==> src/rtl/async_strobe_seq.sv <==
module async_strobe_seq #(
  parameter int ADDR_W   = 16,
  parameter int NUM_CS   = 4,
  parameter int SETUP_W  = 4,
  parameter int STROBE_W = 6,
  parameter int HOLD_W   = 3,
  parameter int TA_W     = 2,
  localparam int CS_W    = $clog2(NUM_CS),
  localparam int TIM_W   = 2 * (SETUP_W + STROBE_W + HOLD_W) + TA_W + 3,
  localparam int CFG_W   = (TIM_W > 2 * NUM_CS) ? TIM_W : 2 * NUM_CS
) (
  input  logic              clk,
  input  logic              rst_n,
  input  logic              cfg_we,
  input  logic              cfg_sel,
  input  logic [CFG_W-1:0]  cfg_wdata,
  input  logic              req,
  input  logic              req_write,
  input  logic [CS_W-1:0]   req_cs,
  input  logic [ADDR_W-1:0] req_addr,
  input  logic [15:0]       req_wdata,
  output logic              req_ready,
  output logic              done,
  output logic [15:0]       rdata,
  output logic [NUM_CS-1:0] mem_cs_n,
  output logic              mem_oe_n,
  output logic              mem_we_n,
  output logic [ADDR_W-1:0] mem_addr,
  output logic [15:0]       mem_dout,
  output logic              mem_doe,
  input  logic [15:0]       mem_din,
  input  logic              mem_wait,
  output logic [NUM_CS-1:0] cs_nand,
  output logic [NUM_CS-1:0] cs_ecc_start
);

  localparam int RST_LO = SETUP_W;
  localparam int RH_LO  = RST_LO + STROBE_W;
  localparam int WS_LO  = RH_LO + HOLD_W;
  localparam int WST_LO = WS_LO + SETUP_W;
  localparam int WH_LO  = WST_LO + STROBE_W;
  localparam int TA_LO  = WH_LO + HOLD_W;
  localparam int B16_B  = TA_LO + TA_W;
  localparam int EW_B   = B16_B + 1;
  localparam int SS_B   = B16_B + 2;
  localparam int MX1    = (SETUP_W > STROBE_W) ? SETUP_W : STROBE_W;
  localparam int CNT_W  = (MX1 > HOLD_W) ? MX1 : HOLD_W;

  typedef enum logic [1:0] {IDLE, SETUP, STROBE, HOLD} phase_t;

  logic [TIM_W-1:0]    tim;
  logic [2*NUM_CS-1:0] flags;
  phase_t              phase;
  logic [CNT_W-1:0]    cnt;
  logic [TA_W-1:0]     ta_cnt;
  logic                cur_wr;
  logic [CS_W-1:0]     cur_cs;
  logic [ADDR_W-1:0]   cur_addr;
  logic [15:0]         cur_wdata;

  wire bus16   = tim[B16_B];
  wire ew_en   = tim[EW_B];
  wire sel_str = tim[SS_B];
  wire [SETUP_W-1:0]  rs  = tim[SETUP_W-1:0];
  wire [STROBE_W-1:0] rst = tim[RST_LO +: STROBE_W];
  wire [HOLD_W-1:0]   rh  = tim[RH_LO +: HOLD_W];
  wire [SETUP_W-1:0]  ws  = tim[WS_LO +: SETUP_W];
  wire [STROBE_W-1:0] wst = tim[WST_LO +: STROBE_W];
  wire [HOLD_W-1:0]   wh  = tim[WH_LO +: HOLD_W];
  wire [TA_W-1:0]     ta  = tim[TA_LO +: TA_W];

  wire last    = (cnt == '0);
  wire stall   = ew_en && mem_wait;
  wire accept  = req && req_ready;
  wire cs_act  = sel_str ? (phase == STROBE) : (phase != IDLE);

  assign req_ready    = (phase == IDLE) && (ta_cnt == '0);
  assign done         = (phase == HOLD) && last;
  assign mem_addr     = cur_addr;
  assign mem_cs_n     = cs_act ? ~(NUM_CS'(1) << cur_cs) : '1;
  assign mem_oe_n     = !((phase == STROBE) && !cur_wr);
  assign mem_we_n     = !((phase == STROBE) && cur_wr);
  assign mem_doe      = cur_wr && (phase != IDLE);
  assign mem_dout     = bus16 ? cur_wdata : {8'h00, cur_wdata[7:0]};
  assign cs_nand      = flags[NUM_CS-1:0];
  assign cs_ecc_start = flags[2*NUM_CS-1:NUM_CS];

  always_ff @(posedge clk or negedge rst_n) begin
    if (!rst_n) begin
      tim   <= '0;
      flags <= '0;
    end else if (cfg_we) begin
      if (cfg_sel) flags <= cfg_wdata[2*NUM_CS-1:0];
      else         tim   <= cfg_wdata[TIM_W-1:0];
    end
  end

  always_ff @(posedge clk or negedge rst_n) begin
    if (!rst_n) begin
      phase     <= IDLE;
      cnt       <= '0;
      ta_cnt    <= '0;
      cur_wr    <= 1'b0;
      cur_cs    <= '0;
      cur_addr  <= '0;
      cur_wdata <= '0;
      rdata     <= '0;
    end else begin
      case (phase)
        IDLE: begin
          if (ta_cnt != '0) ta_cnt <= ta_cnt - 1'b1;
          if (accept) begin
            phase     <= SETUP;
            cur_wr    <= req_write;
            cur_cs    <= req_cs;
            cur_addr  <= req_addr;
            cur_wdata <= req_wdata;
            cnt       <= req_write ? CNT_W'(ws) : CNT_W'(rs);
          end
        end
        SETUP: begin
          if (last) begin
            phase <= STROBE;
            cnt   <= cur_wr ? CNT_W'(wst) : CNT_W'(rst);
          end else cnt <= cnt - 1'b1;
        end
        STROBE: begin
          if (!last) cnt <= cnt - 1'b1;
          else if (!stall) begin
            phase <= HOLD;
            cnt   <= cur_wr ? CNT_W'(wh) : CNT_W'(rh);
            if (!cur_wr) rdata <= bus16 ? mem_din : {8'h00, mem_din[7:0]};
          end
        end
        HOLD: begin
          if (last) begin
            phase  <= IDLE;
            ta_cnt <= ta;
          end else cnt <= cnt - 1'b1;
        end
        default: phase <= IDLE;
      endcase
    end
  end

  a_r4_strobes_exclusive: assert property (@(posedge clk) disable iff (!rst_n)
    !(!mem_oe_n && !mem_we_n));

  a_r11_one_cs: assert property (@(posedge clk) disable iff (!rst_n)
    $onehot0(~mem_cs_n));

  a_r6_ready_means_quiet: assert property (@(posedge clk) disable iff (!rst_n)
    req_ready |-> (&mem_cs_n) && mem_oe_n && mem_we_n && !mem_doe);

  a_r6_done_ends_access: assert property (@(posedge clk) disable iff (!rst_n)
    done |=> (&mem_cs_n) && !mem_doe && !done);

  a_r7_no_ready_after_done: assert property (@(posedge clk) disable iff (!rst_n)
    (done && ta != '0) |=> !req_ready);

  a_r8_wait_ignored: assert property (@(posedge clk) disable iff (!rst_n)
    (phase == STROBE && last && !ew_en) |=> phase == HOLD);

  a_r2_addr_stable: assert property (@(posedge clk) disable iff (!rst_n)
    (phase != IDLE && $past(phase) != IDLE) |-> $stable(mem_addr));

endmodule

==> config.mk <==
export PLATFORM = sky130hd
export DESIGN_NAME = async_strobe_seq
export DESIGN_NICKNAME = d
export VERILOG_FILES = /design/src/rtl/async_strobe_seq.sv
export SDC_FILE = /design/constraint.sdc
export NUM_CORES = 1
export LEC_CHECK = 0
export BUFFER_PORTS_ARGS = -buffer_cell sky130_fd_sc_hd__buf_2
export CORE_AREA = 2 2 144 146
export CTS_BUF_LIST = sky130_fd_sc_hd__clkbuf_2
export CTS_CLUSTER_SIZE = 24
export DETAILED_ROUTE_END_ITERATION = 10
export DIE_AREA = 0 0 146 148
export PLACE_DENSITY = 0.42
export SKIP_CTS_REPAIR_TIMING = 1
export SLEW_MARGIN = 5
export SYNTH_ARGS = -nofsm -noshare
export SYNTH_HDL_FRONTEND = slang
export SYNTH_SLANG_ARGS = --single-unit
==> constraint.sdc <==
create_clock -name clk -period 2.96 [get_ports clk]
set_clock_uncertainty 0.1 [all_clocks]
set_input_delay 0.592 -clock clk [delete_from_list [all_inputs] [get_ports clk]]
set_output_delay 0.592 -clock clk [all_outputs]
set_load 0.01 [all_outputs]
# == Word level (Yosys, flattened, before mapping) ==
# Cells that the tools add are included.
# word_totals
ff_bits,100
in_bits,88
output_inout_bits,65
word_cells,73
# classes
addsub,2
n_eq_ne,11
n_shift,1
mux,22
n_bitwise,4
n_reduce_logical,23
# ops
cell,n
two-way mux 6 bit,6
two-way mux 16 bit,2
one-hot mux 6 bit (4 select lines),1
two-way mux 2 bit,7
inequality test 2 bit (second input constant),6
two-way mux 4 bit,2
one-hot mux 2 bit (4 select lines),1
logical AND 1 bit,7
zero test 6 bit,1
AND reduction 2 bit,3
AND reduction 3 bit,2
nonzero test 2 bit,3
subtractor 6 x 1 -> 6 bit (second input constant),1
AND reduction 5 bit,1
equality test 2 bit (second input constant),2
zero test 2 bit,2
NOT 4 bit,1
one-hot mux 2 bit (2 select lines),1
AND reduction 4 bit,1
left shift 1 x 2 -> 4 bit (first input constant),1
zero test 1 bit,3
two-way mux 3 bit,1
inequality test 3 bit (second input constant),1
NOT 1 bit,3
other kinds (4),4

# == Logic depth before layout (Yosys ltp) ==
# Gate-level depths: netlist of the first run.
# depth
word_depth,5
depth_mapped,9
depth_no_buf,7

# == Worst setup path before layout of the first run ==
# No wires, ideal clock.
# synth_timing
path_kind,flip-flop to flip-flop
start,reg phase[0]
end,reg cur_cs[0]
setup_time_ns,0.125
arrival_ns,1.735
setup_slack_ns,1.001
path_stages_with_launch,7
period_less_slack_ns,1.959
cell_sequence,dfrtp_1 > inv_1 > ha_1 > and2_1 > nand2_1 > buf_2 > mux2_2
# synth_between
elab_chain_cells,4
# synth_rtl
element,line,rtl
start: declaration,53,phase_t phase;
start signal: assignment,100,phase <= IDLE;
start signal: assignment,113,phase <= SETUP;
start signal: assignment,123,phase <= STROBE;
zero test 2 bit,77,assign req_ready = (phase == IDLE) && (ta_cnt == '0);
logical AND 1 bit,77,
via req_ready,22,"output logic req_ready,"
logical AND 1 bit,74,wire accept = req && req_ready;
AND reduction 2 bit (no line),-,
end signal: assignment,115,cur_cs <= req_cs;
end: declaration,57,logic [CS_W-1:0] cur_cs;
# The timed path passes the listed nets, and every way through them passes these cells.
# A chain may end at the register's enable or synchronous reset.

# == Final worst setup path of the first run ==
# layout_timing
start,reg cnt[2]
end,out done
# layout_between
elab_chain_cells,2
# layout_rtl
element,line,rtl
start: declaration,54,logic [CNT_W-1:0] cnt;
start signal: assignment,118,cnt <= req_write ? CNT_W'(ws) : CNT_W'(rs);
start signal: assignment,124,cnt <= cur_wr ? CNT_W'(wst) : CNT_W'(rst);
start signal: assignment,125,end else cnt <= cnt - 1'b1;
zero test 6 bit,72,wire last = (cnt == '0);
logical AND 1 bit,78,assign done = (phase == HOLD) && last;
end: declaration,23,"output logic done,"
# Every way passes these cells.

==> results of run 1 <==
[how the worst max path moves through the flow]
| stage | from | endpoint | slack (ps) |
|---|---|---|---|
| finish | cnt[2] | done | 320 |
| global route | cnt[0] | done | 50 |
| CTS | cnt[2] | done | 120 |
| detailed placement | phase[0] | rdata[5] | 790 |
| global placement | phase[0] | mem_addr[3] | 860 |
| floorplan | phase[0] | cur_cs[0] | 1000 |
[area by class of cell]
| class | count | area [um2] | share of cell area (%) |
|---|---|---|---|
| clock buffers | 11 | 55.1 | 0.928 |
| inverters | 9 | 33.8 | 0.570 |
| flip-flops and latches | 100 | 2500 | 42.2 |
| well taps | 270 | 338 | 5.70 |
| repair buffers | 179 | 1040 | 17.5 |
| diodes | 1 | 2.50 | 0.0422 |
| multi-input cells | 231 | 1910 | 32.2 |
| clock inverters | 5 | 52.6 | 0.886 |
[cell families after synthesis]
logic type | Yosys count | share of synthesized area, %
DFF | 100 | 54.9
muxes | 96 | 23.9
and+or+nand+nor | 76 | 8.48
AOI/OAI and AO/OA | 50 | 6.83
buffers and inverters | 31 | 3.51
adders and majority gates | 8 | 2.20
xor gates and xnor gates | 1 | 0.192
[routing by layer]
metal / share of wire (%) / GRT usage [%] / vias up / wire (um)
met5: 0.11 / 0 / - / 13
met4: 2.6 / 5.68 / 2 / 297
met3: 5.7 / 3.02 / 15 / 640
met2: 48 / 17.5 / 95 / 5410
met1: 44 / 12.8 / 1630 / 4940
li1: - / - / 1599 / -
[critical path, cell delays in order (launching register included)]
cell and delay, ps:
dfrtp_1 540, nor3_4 300, nand3_2 230, nor2_1 130, buf_2 160
[flip-flops by register name, summed over array words and instances, names as in the netlist]
name and flops:
cnt 6, cur_cs 2, cur_wdata 16, cur_wr 1, flags 8, mem_addr 16, phase 2, rdata 16
ta_cnt 2, tim 31
[through the flow]
step | total power [mW] | setup slack (ps) | std cells | hold WS [ps]
2_1_floorplan | 3.65 | 1000 | 362 | 196
3_3_place_gp | 4.31 | 864 | 766 | 371
3_5_place_dp | 4.35 | 790 | 766 | 375
4_1_cts | 5.07 | 123 | 782 | -158
5_1_grt | 5.44 | 45.7 | 805 | 0.866
6_report | 5.00 | 319 | 806 | 91.8
[cell usage in the layout (no fill, tap or decap), types with 2 or more instances in the layout]
cell type      Yosys  layout
mux2_4             4       4
inv_1              9       9
buf_4              8       4
dlygate4sd3_1      0      23
o21a_1             2       2
nand2b_1           2       2
buf_2              5     151
a211oi_1           2       2
a22oi_1            3       3
o21ai_1            9       9
mux2i_1            5       5
o21ai_0           10      10
clkinvlp_4         0       2
o211ai_1           2       2
dfrtp_1          100     100
nor3_1             4       4
nor2_1             8       8
mux2_2            86      86
ha_1               8       8
a311oi_1           2       2
nand3_1            2       2
nand2_1           36      36
o22ai_1            3       3
clkinv_1           0       2
clkbuf_2           0      11
or3_1              3       3
nor3b_1            2       2
a21oi_1            9       9
and2_1             9       9
[power by group]
group,internal (mW),switching (mW)
clock,0.195,0.465
combinational,1.07,1.12
sequential,1.82,0.321
==> impl_metrics.tcl, run 1 <==
set metrics [dict create \
    antenna_found_initial 2 \
    finalSetupViolCount 0 \
    synth-seq-cells 100 \
    initial_utilization_pct 22.8 \
    seq_area_frac_synth_pct 54.9 \
    detailed_place_hpwl_um 8140 \
    worstHoldStart "mem_din[14]" \
    leakagePower_nw 2.80 \
    wirelength_um 11300 \
    critPathRequiredTime_ps 2270 \
    root_buffer "clkbuf_2" \
    fp.coreArea_um2 20000 \
    min_period_ps 2640 \
    area_growth_pct 30.1 \
    drive_gt1_share_pct 50.1 \
    fp.dieArea_um2 21600 \
    path_clk_slew_ps 260 \
    worstPathArrival_ps 1950 \
    rows 52 \
    synth_edf_count 0 \
    drc 0 \
    first_pass_iters 4 \
    synth_area_um2 4560 \
    mappedNetlistNets 458 \
    synth-main-ff-cell "dfrtp_1" \
    avgSynthCellArea_um2 12.6 \
    cts_buffers 9 \
    grt_max_degree 54 \
    cts_tree "yes" \
    period_share_pct 89.2 \
    cap_viol_max_count 0 \
    slew_headroom_pct 50.8 \
    critPathLaunchType "flip-flop" \
    max_freq_mhz 379 \
    pwr_density_cell_nw_per_um2 842 \
    grt_pass1_wl_um 18100 \
    n_fill_cell 2126 \
    yosys.area.top_type "dfrtp_1" \
    hp-class "input pin to flip-flop" \
    insertion_delay_ps 590 \
    synth_area_leaders "dfrtp_1 55%, mux2_2 21%, nand2_1 3.0%" \
    via_count 3341 \
    clockBufferDepth 2 \
    fin_nets 626 \
    io_buffers 152 \
    r2r-start "phase[0]" \
    wire_per_inst_um 14.0 \
    synth_commonest_cells "100 x dfrtp_1, 86 x mux2_2, 36 x nand2_1, 10 x o21ai_0" \
    synth_cell_type_count 46 \
    max-vdd-ir-drop_uv 317 \
    hold_end "rdata[14]" \
    post-route-util_pct 29.6 \
    io_pins 153 \
    cts_htree_levels 3 \
    fin_area_um2 5930 \
    r2r_end "cnt[3]" \
    track_usage_pct 10.7 \
    placed_area_um2 5580 \
    finalHoldViolCount 0 \
    reg2reg_slack_ps 790 \
    vias_per_cell 4.15 \
    drtIter0Drc 99 \
    synth_cells 362 \
    die-height_um 148 \
    grt_pass1_vias 3508 \
    critPathKind "flip-flop to output pin" \
    grt_remaining_overflow 0 \
    synth.most_common_cell "dfrtp_1" \
    status "finished clean" \
    synthArstFlopShare_pct 100 \
    fin_setup_tns_ps 0 \
    finalMaxSlewViolations 0 \
    numClockSinks 100 \
    die_w_um 146 \
    hold_path_depth 3 \
    end_kind "output pin" \
    tightest_slew_ps 738 \
    postRouteAntennaNets 0 \
    worstPathMaxFanout 8 \
    rsz0062_at_grt "no" \
    gp_congestion 0.767 \
    synth_warnings 0 \
    r2r_cells 7 \
    synth_top_area_share_pct 54.9 \
]
Note: power is estimated with default switching activity, not from simulation.
==> inputs of run 2 (changes only) <==
==> constraint.sdc (replaced) <==
create_clock -name clk -period 3.4 [get_ports clk]
set_clock_uncertainty 0.1 [all_clocks]
set_input_delay 0.68 -clock clk [delete_from_list [all_inputs] [get_ports clk]]
set_output_delay 0.68 -clock clk [all_outputs]
set_load 0.01 [all_outputs]
==> run 2 against run 1 <==
Net effect:
- sequential share of layout area rose by 1.8 points
- cell count fell by 2.9%
- highest routed layer unchanged
- clock-buffer cell count did not move
==> impl_metrics.tcl, run 2 (synthesized netlist as in run 1, its figures left out) <==
set metrics [dict create \
    max-vdd-ir-drop_uv 207 \
    postRouteAntennaNets 0 \
    initial_utilization_pct 22.8 \
    die-height_um 148 \
    area_growth_pct 24.8 \
    sw_frac_of_total_pct 38.1 \
    cap_viol_max_count 0 \
    p_int_mw 2.66 \
    wirelength_um 11100 \
    antenna_found_initial 3 \
    min_period_ps 2830 \
    critPathKind "flip-flop to output pin" \
    cpLargestDelayFamily "simple AND/OR/NAND/NOR gates" \
    finalMaxSlewViolations 0 \
    cts_buffers 9 \
    multi_input_area_um2 1900 \
    r2r_end "cnt[3]" \
    r2r-start "phase[0]" \
    fp.dieArea_um2 21600 \
    hp-class "input pin to flip-flop" \
    register_area_um2 2500 \
    pwr_density_cell_nw_per_um2 757 \
    grt_remaining_overflow 0 \
    tightest_slew_ps 916 \
    clock_power_share_pct 13.2 \
    path_clk_slew_ps 270 \
    final_cell_mix "151 x buf_2, 100 x dfrtp_1, 86 x mux2_2" \
    vias_per_cell 4.13 \
    slew_headroom_pct 38.8 \
    track_usage_pct 10.4 \
    clockBufferDepth 2 \
    largest_register_ffs 31 \
    fp.coreArea_um2 20000 \
    numClockSinks 100 \
    r2r_cells 7 \
    crit_slowest_cell "dfrtp_1" \
    grt_max_degree 57 \
    total_power_mw 4.31 \
    post-place-ws_ps 1170 \
    critPathRequiredTime_ps 2620 \
    grt_pass1_vias 3455 \
    io_pins 153 \
    cp.buffers_inverters 1 \
    insertion_delay_ps 590 \
    die_w_um 146 \
    finalHoldViolCount 0 \
    hold_path_depth 2 \
    via_count 3230 \
    largest-register "tim" \
    critPathMaxStageDelay_ps 520 \
    io_buffers 152 \
    fin_setup_tns_ps 0 \
    end_kind "output pin" \
    p_seq_share_pct 43.1 \
    path_depth 4 \
    wire_per_inst_um 14.2 \
    finalSetupViolCount 0 \
    combPwrFrac_pct 43.7 \
    grt_pass1_wl_um 17800 \
    worstPathArrival_ps 2050 \
    root_buffer "clkbuf_2" \
    status "finished clean" \
    period_share_pct 83.4 \
    first_pass_iters 4 \
    drtIter0Drc 152 \
    cts_tree "yes" \
    layout_commonest_cell "buf_2" \
    max_freq_mhz 353 \
    critPathLaunchType "flip-flop" \
    worstPathMaxFanout 8 \
    drive_gt1_share_pct 52.1 \
    fin_nets 602 \
    crit_chain "nor3_2, nand3_2, nor2_1, buf_2" \
    worstHoldStart "cfg_wdata[19]" \
    n_fill_cell 2168 \
    setup_slack_ps 566 \
    rows 52 \
    reg2reg_slack_ps 1160 \
    gp_congestion 0.749 \
    detailed_place_hpwl_um 8130 \
    drc 0 \
    leakagePower_nw 2.70 \
    power.switching_mw 1.64 \
    cts_htree_levels 3 \
    rsz0062_at_grt "no" \
    hold_end "tim[19]" \
]
==> run 2: layer usage <==
layer	GRT usage [%]	wire length [um]	up-vias
li1	-	-	1560
met2	17.7	5400	89
met3	3.67	713	12
met5	0	13	-
met1	12.3	4820	1567
met4	3.69	142	2
==> run 2: cell type report <==
| type | instances | area share (%) |
|---|---|---|
| Antenna cell | 2 | 0.0879 |
| Inverter | 9 | 0.594 |
| Tap cell | 270 | 5.94 |
| Sequential cell | 100 | 44.0 |
| Clock inverter | 5 | 0.923 |
| Timing Repair Buffer | 155 | 14.1 |
| Clock buffer | 11 | 0.967 |
| Multi-Input combinational cell | 231 | 33.5 |
==> run 2: worst max path at each step <==
stage | startpoint | endpoint | slack [ps]
floorplan | phase[0] | cur_cs[0] | 1440
global placement | phase[0] | rdata[5] | 1190
detailed placement | phase[0] | rdata[7] | 1170
CTS | cnt[2] | done | 470
global route | cnt[2] | done | 330
finish | cnt[2] | done | 570
==> run 2: worst reg2reg max path: cells and delay by family, from the launching register on <==
kind	cells	cell delay (ps)
adders and majority gates	1	420
buffers and inverters	1	130
AOI/OAI and AO/OA	3	570
and+or+nand+nor	2	460
DFF	1	510
==> run 2: power by group through the flow <==
stage | registers [mW] | clock network (mW) | logic, mW
after CTS | 1.86 | 0.628 | 1.92
after global placement | 1.87 | 0 | 1.87
after global routing | 1.92 | 0.670 | 2.10
after floorplan | 1.89 | 0 | 1.29
final | 1.86 | 0.569 | 1.88
after detailed placement | 1.88 | 0 | 1.92
==> run 2: stage by stage <==
step / instances / area [um2] / hold WS [ps] / utilization [%]
2_1_floorplan: 362 / 4560 / 284 / -
3_3_place_gp: 764 / 5570 / 366 / 27.8
3_5_place_dp: 764 / 5570 / 371 / 27.8
4_1_cts: 780 / 5680 / -121 / 28.3
5_1_grt: 782 / 5690 / 85.0 / 28.4
6_report: 783 / 5690 / 182 / 28.4
